===== src/rtl/sdramSeqPkg.sv =====
package sdramSeqPkg;

  // {csN, rasN, casN, weN}
  typedef enum logic [3:0] {
    CMD_LMR = 4'b0000,
    CMD_REF = 4'b0001,
    CMD_PRE = 4'b0010,
    CMD_ACT = 4'b0011,
    CMD_WR  = 4'b0100,
    CMD_RD  = 4'b0101,
    CMD_BST = 4'b0110,
    CMD_NOP = 4'b0111
  } sdCmdE;

  // Strobes from the control FSM to the datapath, one cycle each.
  typedef struct packed {
    logic issueAct;
    logic issueRw;
    logic issuePre;
    logic issueRef;
    logic latchReq;
  } seqStrobeT;

endpackage


===== src/rtl/sdramSeqCtrl.sv =====
module sdramSeqCtrl
  import sdramSeqPkg::*;
#(
  parameter int T_RCD        = 2,
  parameter int T_RAS        = 5,
  parameter int T_RP         = 2,
  parameter int T_RC         = 7,
  parameter int T_RFC        = 7,
  parameter int T_WR         = 2,
  parameter int REF_INTERVAL = 780
) (
  input  logic      clk,
  input  logic      rstN,
  input  logic      reqValid,
  input  logic      reqWrite,
  output logic      reqReady,
  output seqStrobeT strobe
);

  localparam int CNT_W = $clog2(T_RCD + T_RAS + T_RP + T_RC + T_RFC + T_WR + 1);
  localparam int REF_W = $clog2(REF_INTERVAL + 1);
  localparam int REF_WAIT_MAX = 2 * (T_RC + T_RAS + T_WR + T_RP + T_RFC);

  typedef enum logic [1:0] {ST_IDLE, ST_OPEN, ST_CLOSE} stateE;

  stateE            state, stateNext;
  logic [CNT_W-1:0] gapCnt, gapNext;    // blocks ACTIVE / REFRESH
  logic [CNT_W-1:0] stepCnt, stepNext;  // per-step wait inside an access
  logic [CNT_W-1:0] rasCnt, rasNext;    // active-to-precharge
  logic [REF_W-1:0] refCnt;
  logic             refPending, refPendNext;
  logic             curWrite;

  function automatic logic [CNT_W-1:0] decSat(input logic [CNT_W-1:0] v);
    return (v != '0) ? v - 1'b1 : '0;
  endfunction

  always_comb begin
    stateNext   = state;
    strobe      = '0;
    gapNext     = decSat(gapCnt);
    stepNext    = decSat(stepCnt);
    rasNext     = decSat(rasCnt);
    refPendNext = refPending;
    reqReady    = (state == ST_IDLE) && (gapCnt == '0) && !refPending;

    unique case (state)
      ST_IDLE: begin
        if (refPending && gapCnt == '0) begin
          strobe.issueRef = 1'b1;
          gapNext         = CNT_W'(T_RFC - 1);
          refPendNext     = 1'b0;
        end else if (reqReady && reqValid) begin
          strobe.issueAct = 1'b1;
          strobe.latchReq = 1'b1;
          gapNext         = CNT_W'(T_RC - 1);
          rasNext         = CNT_W'(T_RAS - 1);
          stepNext        = CNT_W'(T_RCD - 1);
          stateNext       = ST_OPEN;
        end
      end
      ST_OPEN: begin
        if (stepCnt == '0) begin
          strobe.issueRw = 1'b1;
          stepNext       = curWrite ? CNT_W'(T_WR - 1) : '0;
          stateNext      = ST_CLOSE;
        end
      end
      ST_CLOSE: begin
        if (stepCnt == '0 && rasCnt == '0) begin
          strobe.issuePre = 1'b1;
          if (gapNext < CNT_W'(T_RP - 1)) gapNext = CNT_W'(T_RP - 1);
          stateNext       = ST_IDLE;
        end
      end
      default: stateNext = ST_IDLE;
    endcase

    if (refCnt == REF_W'(REF_INTERVAL - 1)) refPendNext = 1'b1;
  end

  always_ff @(posedge clk) begin
    if (!rstN) begin
      state      <= ST_IDLE;
      gapCnt     <= '0;
      stepCnt    <= '0;
      rasCnt     <= '0;
      refCnt     <= '0;
      refPending <= 1'b0;
      curWrite   <= 1'b0;
    end else begin
      state      <= stateNext;
      gapCnt     <= gapNext;
      stepCnt    <= stepNext;
      rasCnt     <= rasNext;
      refPending <= refPendNext;
      refCnt     <= (refCnt == REF_W'(REF_INTERVAL - 1)) ? '0 : refCnt + 1'b1;
      if (strobe.latchReq) curWrite <= reqWrite;
    end
  end

  // Checks
  logic [7:0] refWait;
  always_ff @(posedge clk) begin
    if (!rstN)           refWait <= '0;
    else if (!refPending) refWait <= '0;
    else if (refWait != 8'hFF) refWait <= refWait + 1'b1;
  end

  a_r9_refresh_before_active: assert property (@(posedge clk) disable iff (!rstN)
    refPending |-> !strobe.issueAct);

  a_r9_refresh_wait_bounded: assert property (@(posedge clk) disable iff (!rstN)
    refWait <= 8'(REF_WAIT_MAX));

  a_r10_ready_drops_after_accept: assert property (@(posedge clk) disable iff (!rstN)
    strobe.latchReq |=> !reqReady);

endmodule


===== src/rtl/sdramSeqData.sv =====
module sdramSeqData
  import sdramSeqPkg::*;
#(
  parameter int BANK_W  = 2,
  parameter int ROW_W   = 13,
  parameter int COL_W   = 9,
  parameter int DATA_W  = 16,
  parameter int CAS_LAT = 2,
  parameter int T_RCD   = 2,
  parameter int T_RAS   = 5,
  parameter int T_RP    = 2,
  parameter int T_RC    = 7,
  parameter int T_RFC   = 7,
  parameter int T_WR    = 2
) (
  input  logic                   clk,
  input  logic                   rstN,
  input  seqStrobeT              strobe,
  input  logic                   reqWrite,
  input  logic [BANK_W-1:0]      reqBank,
  input  logic [ROW_W-1:0]       reqRow,
  input  logic [COL_W-1:0]       reqCol,
  input  logic [DATA_W-1:0]      reqWdata,
  input  logic [DATA_W/8-1:0]    reqMask,
  output logic                   sdCsN,
  output logic                   sdRasN,
  output logic                   sdCasN,
  output logic                   sdWeN,
  output logic [BANK_W-1:0]      sdBa,
  output logic [ROW_W-1:0]       sdAddr,
  output logic [DATA_W/8-1:0]    sdDqm,
  output logic [DATA_W-1:0]      sdDqOut,
  output logic                   sdDqOe,
  input  logic [DATA_W-1:0]      sdDqIn,
  output logic                   rdValid,
  output logic [DATA_W-1:0]      rdData
);

  localparam int MASK_W  = DATA_W / 8;
  localparam int AGE_MAX = T_RC + T_RFC + T_RAS;
  localparam int AGE_W   = $clog2(AGE_MAX + 1);

  // Latched request
  logic [BANK_W-1:0] bankQ;
  logic [COL_W-1:0]  colQ;
  logic [DATA_W-1:0] wdataQ;
  logic [MASK_W-1:0] maskQ;
  logic              writeQ;

  always_ff @(posedge clk) begin
    if (!rstN) begin
      bankQ  <= '0;
      colQ   <= '0;
      wdataQ <= '0;
      maskQ  <= '0;
      writeQ <= 1'b0;
    end else if (strobe.latchReq) begin
      bankQ  <= reqBank;
      colQ   <= reqCol;
      wdataQ <= reqWdata;
      maskQ  <= reqMask;
      writeQ <= reqWrite;
    end
  end

  // Registered command bus
  sdCmdE             cmdQ;
  logic [BANK_W-1:0] baQ;
  logic [ROW_W-1:0]  addrQ;
  logic [MASK_W-1:0] dqmQ;
  logic [DATA_W-1:0] dqOutQ;
  logic              dqOeQ;

  always_ff @(posedge clk) begin
    if (!rstN) begin
      cmdQ   <= CMD_NOP;
      baQ    <= '0;
      addrQ  <= '0;
      dqmQ   <= '0;
      dqOutQ <= '0;
      dqOeQ  <= 1'b0;
    end else begin
      cmdQ   <= CMD_NOP;
      baQ    <= '0;
      addrQ  <= '0;
      dqmQ   <= '0;
      dqOeQ  <= 1'b0;
      if (strobe.issueAct) begin
        cmdQ  <= CMD_ACT;
        baQ   <= reqBank;
        addrQ <= reqRow;
      end else if (strobe.issueRw) begin
        cmdQ  <= writeQ ? CMD_WR : CMD_RD;
        baQ   <= bankQ;
        addrQ <= ROW_W'(colQ);   // bit 10 stays low: no auto precharge
        if (writeQ) begin
          dqOutQ <= wdataQ;
          dqOeQ  <= 1'b1;
          dqmQ   <= maskQ;
        end
      end else if (strobe.issuePre) begin
        cmdQ <= CMD_PRE;         // bit 10 low: this bank only
        baQ  <= bankQ;
      end else if (strobe.issueRef) begin
        cmdQ <= CMD_REF;
      end
    end
  end

  assign {sdCsN, sdRasN, sdCasN, sdWeN} = cmdQ;
  assign sdBa    = baQ;
  assign sdAddr  = addrQ;
  assign sdDqm   = dqmQ;
  assign sdDqOut = dqOutQ;
  assign sdDqOe  = dqOeQ;

  // Read capture: stage 0 is the cycle READ is on the pins.
  logic [CAS_LAT:0] rdPipe;

  always_ff @(posedge clk) begin
    if (!rstN) begin
      rdPipe  <= '0;
      rdValid <= 1'b0;
      rdData  <= '0;
    end else begin
      rdPipe  <= {rdPipe[CAS_LAT-1:0], strobe.issueRw & ~writeQ};
      rdValid <= rdPipe[CAS_LAT];
      if (rdPipe[CAS_LAT]) rdData <= sdDqIn;
    end
  end

  // Spacing monitors on the pin-level command
  logic [AGE_W-1:0] actAge, preAge, refAge, wrAge;

  function automatic logic [AGE_W-1:0] ageStep(input logic hit, input logic [AGE_W-1:0] v);
    if (hit) return AGE_W'(1);
    return (v == AGE_W'(AGE_MAX)) ? v : v + 1'b1;
  endfunction

  always_ff @(posedge clk) begin
    if (!rstN) begin
      actAge <= AGE_W'(AGE_MAX);
      preAge <= AGE_W'(AGE_MAX);
      refAge <= AGE_W'(AGE_MAX);
      wrAge  <= AGE_W'(AGE_MAX);
    end else begin
      actAge <= ageStep(cmdQ == CMD_ACT, actAge);
      preAge <= ageStep(cmdQ == CMD_PRE, preAge);
      refAge <= ageStep(cmdQ == CMD_REF, refAge);
      wrAge  <= ageStep(cmdQ == CMD_WR,  wrAge);
    end
  end

  a_r1_one_command: assert property (@(posedge clk) disable iff (!rstN)
    $onehot0({strobe.issueAct, strobe.issueRw, strobe.issuePre, strobe.issueRef}));

  a_r3_row_to_column: assert property (@(posedge clk) disable iff (!rstN)
    (cmdQ == CMD_RD || cmdQ == CMD_WR) |-> actAge >= AGE_W'(T_RCD));

  a_r4_close_spacing: assert property (@(posedge clk) disable iff (!rstN)
    (cmdQ == CMD_PRE) |-> (actAge >= AGE_W'(T_RAS) && wrAge >= AGE_W'(T_WR)));

  a_r5_open_spacing: assert property (@(posedge clk) disable iff (!rstN)
    (cmdQ == CMD_ACT || cmdQ == CMD_REF) |->
      (actAge >= AGE_W'(T_RC) && preAge >= AGE_W'(T_RP) && refAge >= AGE_W'(T_RFC)));

  a_r7_single_strobe: assert property (@(posedge clk) disable iff (!rstN)
    rdValid |=> !rdValid);

endmodule


===== src/rtl/sdramCmdSeq.sv =====
module sdramCmdSeq
  import sdramSeqPkg::*;
#(
  parameter int BANK_W       = 2,
  parameter int ROW_W        = 13,
  parameter int COL_W        = 9,
  parameter int DATA_W       = 16,
  parameter int CAS_LAT      = 2,
  parameter int T_RCD        = 2,
  parameter int T_RAS        = 5,
  parameter int T_RP         = 2,
  parameter int T_RC         = 7,
  parameter int T_RFC        = 7,
  parameter int T_WR         = 2,
  parameter int REF_INTERVAL = 780
) (
  input  logic                clk,
  input  logic                rstN,
  input  logic                reqValid,
  output logic                reqReady,
  input  logic                reqWrite,
  input  logic [BANK_W-1:0]   reqBank,
  input  logic [ROW_W-1:0]    reqRow,
  input  logic [COL_W-1:0]    reqCol,
  input  logic [DATA_W-1:0]   reqWdata,
  input  logic [DATA_W/8-1:0] reqMask,
  output logic                rdValid,
  output logic [DATA_W-1:0]   rdData,
  output logic                sdCsN,
  output logic                sdRasN,
  output logic                sdCasN,
  output logic                sdWeN,
  output logic [BANK_W-1:0]   sdBa,
  output logic [ROW_W-1:0]    sdAddr,
  output logic [DATA_W/8-1:0] sdDqm,
  output logic [DATA_W-1:0]   sdDqOut,
  output logic                sdDqOe,
  input  logic [DATA_W-1:0]   sdDqIn
);

  seqStrobeT strobe;

  sdramSeqCtrl #(
    .T_RCD(T_RCD), .T_RAS(T_RAS), .T_RP(T_RP), .T_RC(T_RC),
    .T_RFC(T_RFC), .T_WR(T_WR), .REF_INTERVAL(REF_INTERVAL)
  ) uCtrl (
    .clk(clk), .rstN(rstN), .reqValid(reqValid), .reqWrite(reqWrite),
    .reqReady(reqReady), .strobe(strobe)
  );

  sdramSeqData #(
    .BANK_W(BANK_W), .ROW_W(ROW_W), .COL_W(COL_W), .DATA_W(DATA_W),
    .CAS_LAT(CAS_LAT), .T_RCD(T_RCD), .T_RAS(T_RAS), .T_RP(T_RP),
    .T_RC(T_RC), .T_RFC(T_RFC), .T_WR(T_WR)
  ) uData (
    .clk(clk), .rstN(rstN), .strobe(strobe), .reqWrite(reqWrite),
    .reqBank(reqBank), .reqRow(reqRow), .reqCol(reqCol),
    .reqWdata(reqWdata), .reqMask(reqMask),
    .sdCsN(sdCsN), .sdRasN(sdRasN), .sdCasN(sdCasN), .sdWeN(sdWeN),
    .sdBa(sdBa), .sdAddr(sdAddr), .sdDqm(sdDqm), .sdDqOut(sdDqOut),
    .sdDqOe(sdDqOe), .sdDqIn(sdDqIn), .rdValid(rdValid), .rdData(rdData)
  );

endmodule


===== config.mk =====
export PLATFORM = sky130hd
export DESIGN_NAME = sdramCmdSeq
export DESIGN_NICKNAME = d
export VERILOG_FILES = /design/src/rtl/sdramSeqPkg.sv /design/src/rtl/sdramSeqCtrl.sv /design/src/rtl/sdramSeqData.sv /design/src/rtl/sdramCmdSeq.sv
export SDC_FILE = /design/constraint.sdc
export NUM_CORES = 1
export LEC_CHECK = 0
export CAP_MARGIN = 20
export CORE_ASPECT_RATIO = 0.6
export CORE_MARGIN = 4
export CORE_UTILIZATION = 50
export DETAILED_ROUTE_END_ITERATION = 6
export DONT_BUFFER_PORTS = 1
export GPL_TIMING_DRIVEN = 0
export PLACE_DENSITY = 0.72
export SYNTH_ARGS = -nofsm -noshare
export SYNTH_HDL_FRONTEND = slang
export SYNTH_SLANG_ARGS = --single-unit

===== constraint.sdc =====
create_clock -name clk -period 1.78 [get_ports clk]
set_input_delay 0.178 -clock clk [delete_from_list [all_inputs] [get_ports clk]]
set_output_delay 0.178 -clock clk [all_outputs]
set_load 0.05 [all_outputs]

==> Word-level counts from Yosys, hierarchy flattened <==
Cells that the tools add are included.
{ "totals": {"ff_bits": 116, "in_bits": 62, "word_cells": 104} }
{ "classes": {"add_sub_neg": 4, "n_lt_le_gt_ge": 1, "eq_ne": 7, "mux": 44, "n_bitwise": 5, "reduce_logical": 22} }
{ "op_table": {"columns": ["operator", "count"], "rows": [
  ["5-bit 2-to-1 mux", 13],
  ["5-bit case mux with 2 select lines", 2],
  ["2-bit 2-to-1 mux", 8],
  ["5-bit logical NOT", 3],
  ["5-bit nonzero test", 3],
  ["5-bit by 1-bit subtractor with 5-bit output (second input constant)", 3],
  ["1-bit 2-to-1 mux", 14],
  ["13-bit 2-to-1 mux", 1],
  ["10-bit by 1-bit adder with 10-bit output (second input constant)", 1],
  ["10-bit equality test (second input constant)", 1],
  ["9-bit 2-to-1 mux", 1],
  ["4-bit 2-to-1 mux", 2],
  ["3-bit 2-to-1 mux", 2],
  ["2-bit case mux with 3 select lines", 1],
  ["1-bit logical AND", 5],
  ["5-bit by 1-bit less-than comparator with 1-bit output (second input constant)", 1],
  ["2-bit by 1-bit != test with 1-bit output (second input constant)", 2],
  ["2-bit != test (second input constant)", 2],
  ["1-bit NOT", 4],
  ["4-bit AND reduction", 1],
  ["2-bit nonzero test", 2],
  ["2-bit OR reduction", 2],
  ["4-bit OR reduction", 1],
  ["3-bit AND reduction", 1],
  ["7 further kinds", 7]
]} }

==> Logic depth before layout (Yosys ltp) <==
Gate-level depths: netlist (run 1).
{ "depth": {"ltp_word": 11, "mapped_depth": 8} }

==> Hierarchy <==
From an unflattened synthesis (run 1), not the netlist that was laid out.
{ "hier_totals": {"cells_unflattened": 465, "hier_area_um2": 4595.7} }
{ "modules_own_cells": {"columns": ["module", "instances", "cells_per_inst", "area_per_inst_um2", "seq_area_each_um2"], "rows": [
  ["sdramSeqData", 1, 319, 3256.9, 1741.7],
  ["sdramSeqCtrl", 1, 146, 1338.8, 580.6]
]} }

==> Least setup slack after synthesis (run 1) <==
Ideal clock, no wire load.
{ "synth_timing": {"kind": "register -> output", "start": "register uCtrl.gapCnt[0]", "end": "output port reqReady", "arrival_time_ns": 1.693, "required_ns": 1.602, "slack_ns": -0.091, "path_stages_with_launch": 6, "path_buffers": 0, "cell_sequence": "dfxtp_1 inv_1 ha_1 nor4b_4 nand2_1 nor2_1"} }
{ "synth_between": {"elab_chain_cells": 3} }
{ "synth_lines": {"columns": ["item", "line_no", "source"], "rows": [
  ["start: declaration", "sdramSeqCtrl.sv:27", "logic [CNT_W-1:0] gapCnt, gapNext;"],
  ["start signal: assignment", "sdramSeqCtrl.sv:93", "gapCnt <= gapNext;"],
  ["5-bit logical NOT", "sdramSeqCtrl.sv:45", "reqReady = (state == ST_IDLE) && (gapCnt == '0) && !refPending;"],
  ["1-bit logical AND (2 in a row)", "sdramSeqCtrl.sv:45", null],
  ["end: declaration", "sdramCmdSeq.sv:20", "output logic reqReady,"]
]} }
Every way passes these cells.

==> Final worst setup path (run 1) <==
{ "layout_timing": {"start": "register uCtrl.gapCnt[0]", "end": "register uData.colQ[4]"} }
{ "layout_between": {"elab_chain_cells": 7, "word_cells_on_any_way": 8, "classes_between": "mux (3); reduce/logical (5)"} }
{ "layout_lines": {"columns": ["item", "line_no", "source"], "rows": [
  ["5-bit logical NOT (*)", "sdramSeqCtrl.sv:45, sdramSeqCtrl.sv:49", null],
  ["1-bit logical AND (2 in a row)", "sdramSeqCtrl.sv:45", null],
  ["1-bit logical AND", "sdramSeqCtrl.sv:53", "end else if (reqReady && reqValid) begin"],
  ["1-bit 2-to-1 mux", "sdramSeqCtrl.sv:53", null],
  ["1-bit 2-to-1 mux (*)", "sdramSeqCtrl.sv:49", "if (refPending && gapCnt == '0) begin"],
  ["2-bit 2-to-1 mux (*)", "sdramSeqCtrl.sv:47", "unique case (state)"],
  ["end signal: assignment", "sdramSeqData.sv:59", "colQ <= reqCol;"],
  ["end: declaration", "sdramSeqData.sv:45", "logic [COL_W-1:0] colQ;"]
]} }
Mark *: on every way between the ends. The rest lies on a longest branch, timed or not.
A chain may end at the register's enable or synchronous reset.

==> impl_metrics.yaml, run 1 <==
floorplan:
  num_rows: 25
  dieHeight_um: 78.7
  fp.dieW_um: 126
  initial_core_util_pct: 52.2
  core_area_mm2: 0.00798
  die_area_mm2: 0.00990
  boundaryPins: 118
sta:
  worstMarginPinSlew_ns: 0.905
  finalClockSkew_ns: 0.00916
  final_hold_viol_count: 0
  period_minus_slack_ns: 1.92
  setup_viol: 40
  fmax_mhz: 522
  rsz0062_at_grt: "yes"
  slew_violations: 0
  slew_headroom_pct: 39.6
  post-route-period-util_pct: 108
  fin_ws_ns: -0.136
clock_tree:
  clk_path_buf_depth: 2
  cts_tree: "done"
  clk_latency_ns: 0.41
  clkTransAtPathRegs_ns: 0.06
  cts_sinks: 115
  cts_root_buffer: "clkbuf_16"
  cts_buffers: 17
  htree_num_levels: 4
critical_path:
  endpoint_kind: "register"
  crit_arrival_ns: 2.24
  reg2reg_from: "uCtrl.gapCnt[0]"
  cp.buffers_inverters: 4
  r2r_end: "uData.colQ[4]"
  cp_max_fo: 8
  critical_path.top_delay_family: "simple AND/OR/NAND/NOR gates"
  crit_type: "reg2reg"
  start_kind: "register"
  required_ns: 2.11
  crit_slowest_cell: "nor4b_4"
  worstPathCellList: "inv_2 > ha_4 > nor4b_4 > buf_4 > and4b_2 > buf_6 > buf_12 > nand2_4 > a21oi_2"
  slowest_delay_ns: 0.33
  reg2regPathDepth: 9
  r2r_slack_ns: -0.14
power_and_ir_drop:
  combPwrFrac_pct: 35.4
  power_leakage_nw: 2.63
  power.sequential.fraction_pct: 31.9
  power_density_mw_per_mm2: 1810
  p_sw_w: 0.00397
  switching_share_pct: 34.7
  ir_drop_uv: 990
  fin_total_pwr_w: 0.0115
  clock_power_share_pct: 32.6
  power.internal_w: 0.00748
final_layout:
  antenna_cells: 0
  finish.net_count: 609
  fin_area_mm2: 0.00634
  syn_to_final_growth_pct: 52.3
  drive_gt1_share_pct: 27.7
run_status:
  violations: "setup timing"
  status: "finished with violations"
drt:
  vias: 3781
  ant_nets: 0
  drc: 0
  routed_wl_um: 13900
  drtPass1Iterations: 5
  wl_per_cell_um: 20.9
  vias_per_cell: 5.69
  initialDrtViolationCount: 301
logic_synthesis:
  synth_seq_cells: 115
  synthDistinctLibCells: 45
  yosys_warnings: 0
  syn_area_mm2: 0.00416
  synth_edf_count: 0
  syn_area_per_cell_um2: 9.38
  syn_nets: 510
  synthArstFlopShare_pct: 0
  ys_seq_area_share_pct: 55.3
  syn_inst: 444
  ys.flop_type: "dfxtp_1"
hold_path:
  hold-path-endpoint: "uCtrl.gapCnt[1]"
  whs_path_depth: 3
  min-delay-start: "reqValid"
  hp-class: "in2reg"
run:
  drv_cap: 0
global_route:
  grt_busiest_layer: "met2"
  grt_max_degree: 17
  grt_pass1_vias: 3688
  met3_usage_pct: 8.84
  grt-ovfl-total: 0
  grtUsageMet1_pct: 28.9
  grt_antenna_before_repair: 0
  grt_usage_pct: 24.7
  grt_pass1_wl_um: 18900
  met2_usage_pct: 41.8
placed_design:
  gp_congestion: 0.853
  place_area_mm2: 0.00430
  portBuffers: 0
  dp.final_hpwl_um: 6870
[worst min-delay path, cell delays in order]
cell	delay, ns
nor2_1	0.08
nor2_1	0.08
o21a_1	0.18
[sequential cells by signal (all words and copies together), names as in the netlist, 3 cells and up]
signal and count:
uCtrl.gapCnt 5, uCtrl.rasCnt 5, uCtrl.refCnt 10, uCtrl.stepCnt 5, uData.cmdQ 3, uData.colQ 9
uData.rdData 16, uData.rdPipe 3, uData.sdAddr 13, uData.sdDqOut 16, uData.wdataQ 16
[cell type report]
| cell class | count | area, um^2 |
|---|---|---|
| Sequential cell | 115 | 2300 |
| Multi-Input combinational cell | 297 | 2170 |
| Fill cell | 456 | 1640 |
| Timing Repair Buffer | 80 | 867 |
| Clock buffer | 23 | 468 |
| Buffer | 22 | 183 |
| Clock inverter | 9 | 176 |
| Tap cell | 108 | 135 |
| Inverter | 10 | 37.5 |
[worst max-delay path by stage]
stage                         start            end  slack, ns  depth (start not counted)
finish              uCtrl.gapCnt[0]  uData.colQ[4]      -0.14                          9
floorplan           uCtrl.gapCnt[0]  uData.cmdQ[0]       0.02                          6
detailed placement  uCtrl.gapCnt[0]  uData.colQ[2]      -0.45                          7
global placement    uCtrl.gapCnt[0]  uData.cmdQ[0]      -0.36                          6
global route        uCtrl.gapCnt[0]  uData.cmdQ[0]      -0.18                          8
CTS                 uCtrl.gapCnt[1]       reqReady      -0.07                          5
[cell usage after synthesis, types with 5 or more instances]
library cell    n  area [um^2]
nor2_1         58          218
a21oi_1        39          195
a22o_1          9         78.8
dfxtp_1       115         2300
nand2_1        76          285
inv_1           9         33.8
and3_1          5         31.3
nand2b_1        5         31.3
nand3_1         8         40.0
nor3_1         10         50.1
clkbuf_1       10         37.5
xnor2_1         7         61.3
mux2i_1        32          320
[layer usage]
metal / wire, um / up-vias
met3: 1260 / 33
met2: 6770 / 205
met4: 319 / 0
met5: 0 / -
met1: 5510 / 1844
li1: - / 1699
[logic make-up after synthesis]
logic type	share of synthesized area, %
and+or+nand+nor	20.7
DFF	55.3
AOI/OAI and AO/OA	8.81
muxes	7.97
buffers and inverters	3.64
xor gates and xnor gates	2.31
adders and majority gates	1.20
other	0.0901
[cells in the final DEF (no fill, tap or decap), types with 9 or more instances in the layout]
cell	instances
a22o_1	9
nor2_1	54
dfxtp_1	113
mux2i_1	32
nand2_4	28
dlygate4sd3_1	59
buf_4	11
nand2_2	13
clkbuf_1	11
a21oi_2	30
nor3_1	9
clkbuf_16	22
nand2_1	35
a21oi_1	9
[metrics by stage]
stage               setup WS (ns)  hold WS [ns]  TNS (ns)  instances  utilization [%]
global route               -0.177         0.160     -5.17        664             79.5
CTS                       -0.0745         0.115   -0.0791        656             71.6
finish                     -0.136         0.157     -2.95        664             79.5
global placement           -0.357         0.312    -13.51        552             53.9
detailed placement         -0.446         0.314    -18.25        552             53.9
floorplan                  0.0164         0.311         0        444                -
[what timing repair did]
item,4_1_cts,5_1_grt
buffers inserted,13,3
endpoints found under the setup margin,70,64
endpoints found under the hold margin,61,0
hold buffers,59,0
gates cloned,0,5
resized for setup,22,128
pin swaps,8,70
[power by group through the flow]
| stage | sequential [W] | combinational (W) | clock (W) |
|---|---|---|---|
| final | 0.00366 | 0.00406 | 0.00374 |
| after global routing | 0.00369 | 0.00429 | 0.00388 |
| after CTS | 0.00361 | 0.00264 | 0.00372 |
| after detailed placement | 0.00365 | 0.00201 | 0 |
| after global placement | 0.00363 | 0.00195 | 0 |
| after floorplan | 0.00357 | 0.00158 | 0 |
(Power assumes the default switching activity.)
==> run 2, diff against run 1 <==
Settings changed: CORE_ASPECT_RATIO 0.6 to 0.8, PLACE_DENSITY 0.72 to 0.65.
==> impl_metrics.yaml, run 2 (same netlist as run 1, synthesis figures left out) <==
sta:
  rsz0062_at_grt: "yes"
  finalClockSkew_ns: 0.0101
  fin_ws_ns: -0.145
  slew_violations: 0
  period_minus_slack_ns: 1.92
  fmax_mhz: 520
  setup_viol: 29
  final_hold_viol_count: 0
  worstMarginPinSlew_ns: 0.839
  post-route-period-util_pct: 108
  slew_headroom_pct: 44.1
drt:
  routed_wl_um: 12000
  ant_nets: 0
  wl_per_cell_um: 18.1
  drc: 0
  initialDrtViolationCount: 160
  vias: 3534
  drtPass1Iterations: 4
  vias_per_cell: 5.32
placed_design:
  dp.cells: 552
  dp.final_hpwl_um: 6480
  gp_congestion: 0.805
  portBuffers: 0
  place_area_mm2: 0.00430
critical_path:
  cp.buffers_inverters: 1
  endpoint_kind: "output pin"
  crit_cells: 5
  crit_slowest_cell: "dfxtp_2"
  crit_type: "reg2out"
  critical_path.top_delay_family: "simple AND/OR/NAND/NOR gates"
  required_ns: 1.60
  reg2regPathDepth: 8
  crit_arrival_ns: 1.75
  slowest_delay_ns: 0.33
  worstPathCellList: "inv_2 > ha_4 > nor4b_4 > nand2_2 > nor2_4"
  start_kind: "register"
  cp_max_fo: 2
clock_tree:
  cts_sinks: 115
  htree_num_levels: 4
  clk_path_buf_depth: 2
  clkTransAtPathRegs_ns: 0.06
  clk_latency_ns: 0.52
  cts_root_buffer: "clkbuf_8"
  cts_buffers: 17
  cts_tree: "done"
run:
  drv_cap: 0
power_and_ir_drop:
  ir_drop_uv: 1080
  fin_total_pwr_w: 0.0111
  power_leakage_nw: 2.53
  power_density_mw_per_mm2: 1770
global_route:
  grt_pass1_wl_um: 16300
  grt_usage_pct: 21.9
  grt_pass1_vias: 3437
  grt-ovfl-total: 0
  grt_antenna_before_repair: 0
  grt_max_degree: 20
final_layout:
  fin_cells: 664
  drive_gt1_share_pct: 27.9
  layout_commonest_cell: "dfxtp_1"
  final_util_pct: 78.0
  syn_to_final_growth_pct: 50.2
  finish.net_count: 609
  fin_area_mm2: 0.00625
  antenna_cells: 0
  final_cell_mix: "113 x dfxtp_1, 59 x dlygate4sd3_1, 57 x nor2_1"
run_status:
  violations: "setup timing"
  status: "finished with violations"
hold_path:
  hp-class: "in2reg"
  whs_path_depth: 3
floorplan:
  dieHeight_um: 89.6
  initial_core_util_pct: 51.9
  boundaryPins: 118
  num_rows: 29
  die_area_mm2: 0.00986
  core_area_mm2: 0.00802
  fp.dieW_um: 110
run 2: cell count changes in the layout (fill, tap and decap cells not counted), sizes merged:
cell / change
clkbuf: -5
inv: +1
clkinvlp: +3
buf: +1
run 2: path summary, 6_finish.rpt:
check,from,endpoint,slack (ns)
worst max-delay path,uCtrl.gapCnt[0],reqReady,-0.14
worst min-delay path,reqValid,uCtrl.gapCnt[1],0.03
worst max register to register,uCtrl.gapCnt[0],uData.cmdQ[0],-0.11
worst min register to register,uData.maskQ[1],uData.sdDqm[1],0.44
run 2: area by class of cell:
cell class                      instances  area (um^2)
Tap cell                              108          135
Multi-Input combinational cell        297         2120
Clock inverter                         13          208
Buffer                                 20          156
Fill cell                             514         1770
Sequential cell                       115         2300
Clock buffer                           19          422
Timing Repair Buffer                   82          868
Inverter                               10         37.5
run 2: per-stage QoR:
step                setup WS (ns)  hold slack [ns]  TNS, ns
floorplan                  0.0164            0.311        0
global placement           -0.305            0.312   -10.94
detailed placement         -0.352            0.314   -13.28
CTS                        -0.161          0.00991   -0.444
global route               -0.195           0.0393    -4.66
finish                     -0.145           0.0314    -1.17
run 2: layer usage:
metal  part of all wire [%]  up-vias  GRT usage (%)  routed length, um
li1                       -     1692              -                  -
met1                     41     1679           25.6               4930
met2                     49      140           36.9               5850
met3                    8.3       23           7.15                992
met4                    1.9        0           9.85                225
met5                      0        -              0                  0
run 2: power by group:
group          internal, W  leakage (nW)  switching (W)
Combinational      0.00180          1.30        0.00198
Clock              0.00241         0.294        0.00120
Sequential         0.00301         0.934       0.000642
Total              0.00723          2.53        0.00383
run 2: timing repair:
action | CTS | global route
setup buffers | 9 | 9
setup endpoints to repair | 75 | 70
cloned | 1 | 6
hold buffers | 59 | 0
pin swaps | 12 | 55
resized for setup | 23 | 123
endpoints found under the hold margin | 61 | 0
run 2: worst reg2reg max path, cell delays in order (launching register included):
cell      delay (ns)
dfxtp_2         0.34
inv_2           0.05
ha_4            0.15
nor4b_4         0.14
buf_4           0.17
nand4b_1        0.13
buf_6           0.21
nand2_8         0.07
or4_1           0.52
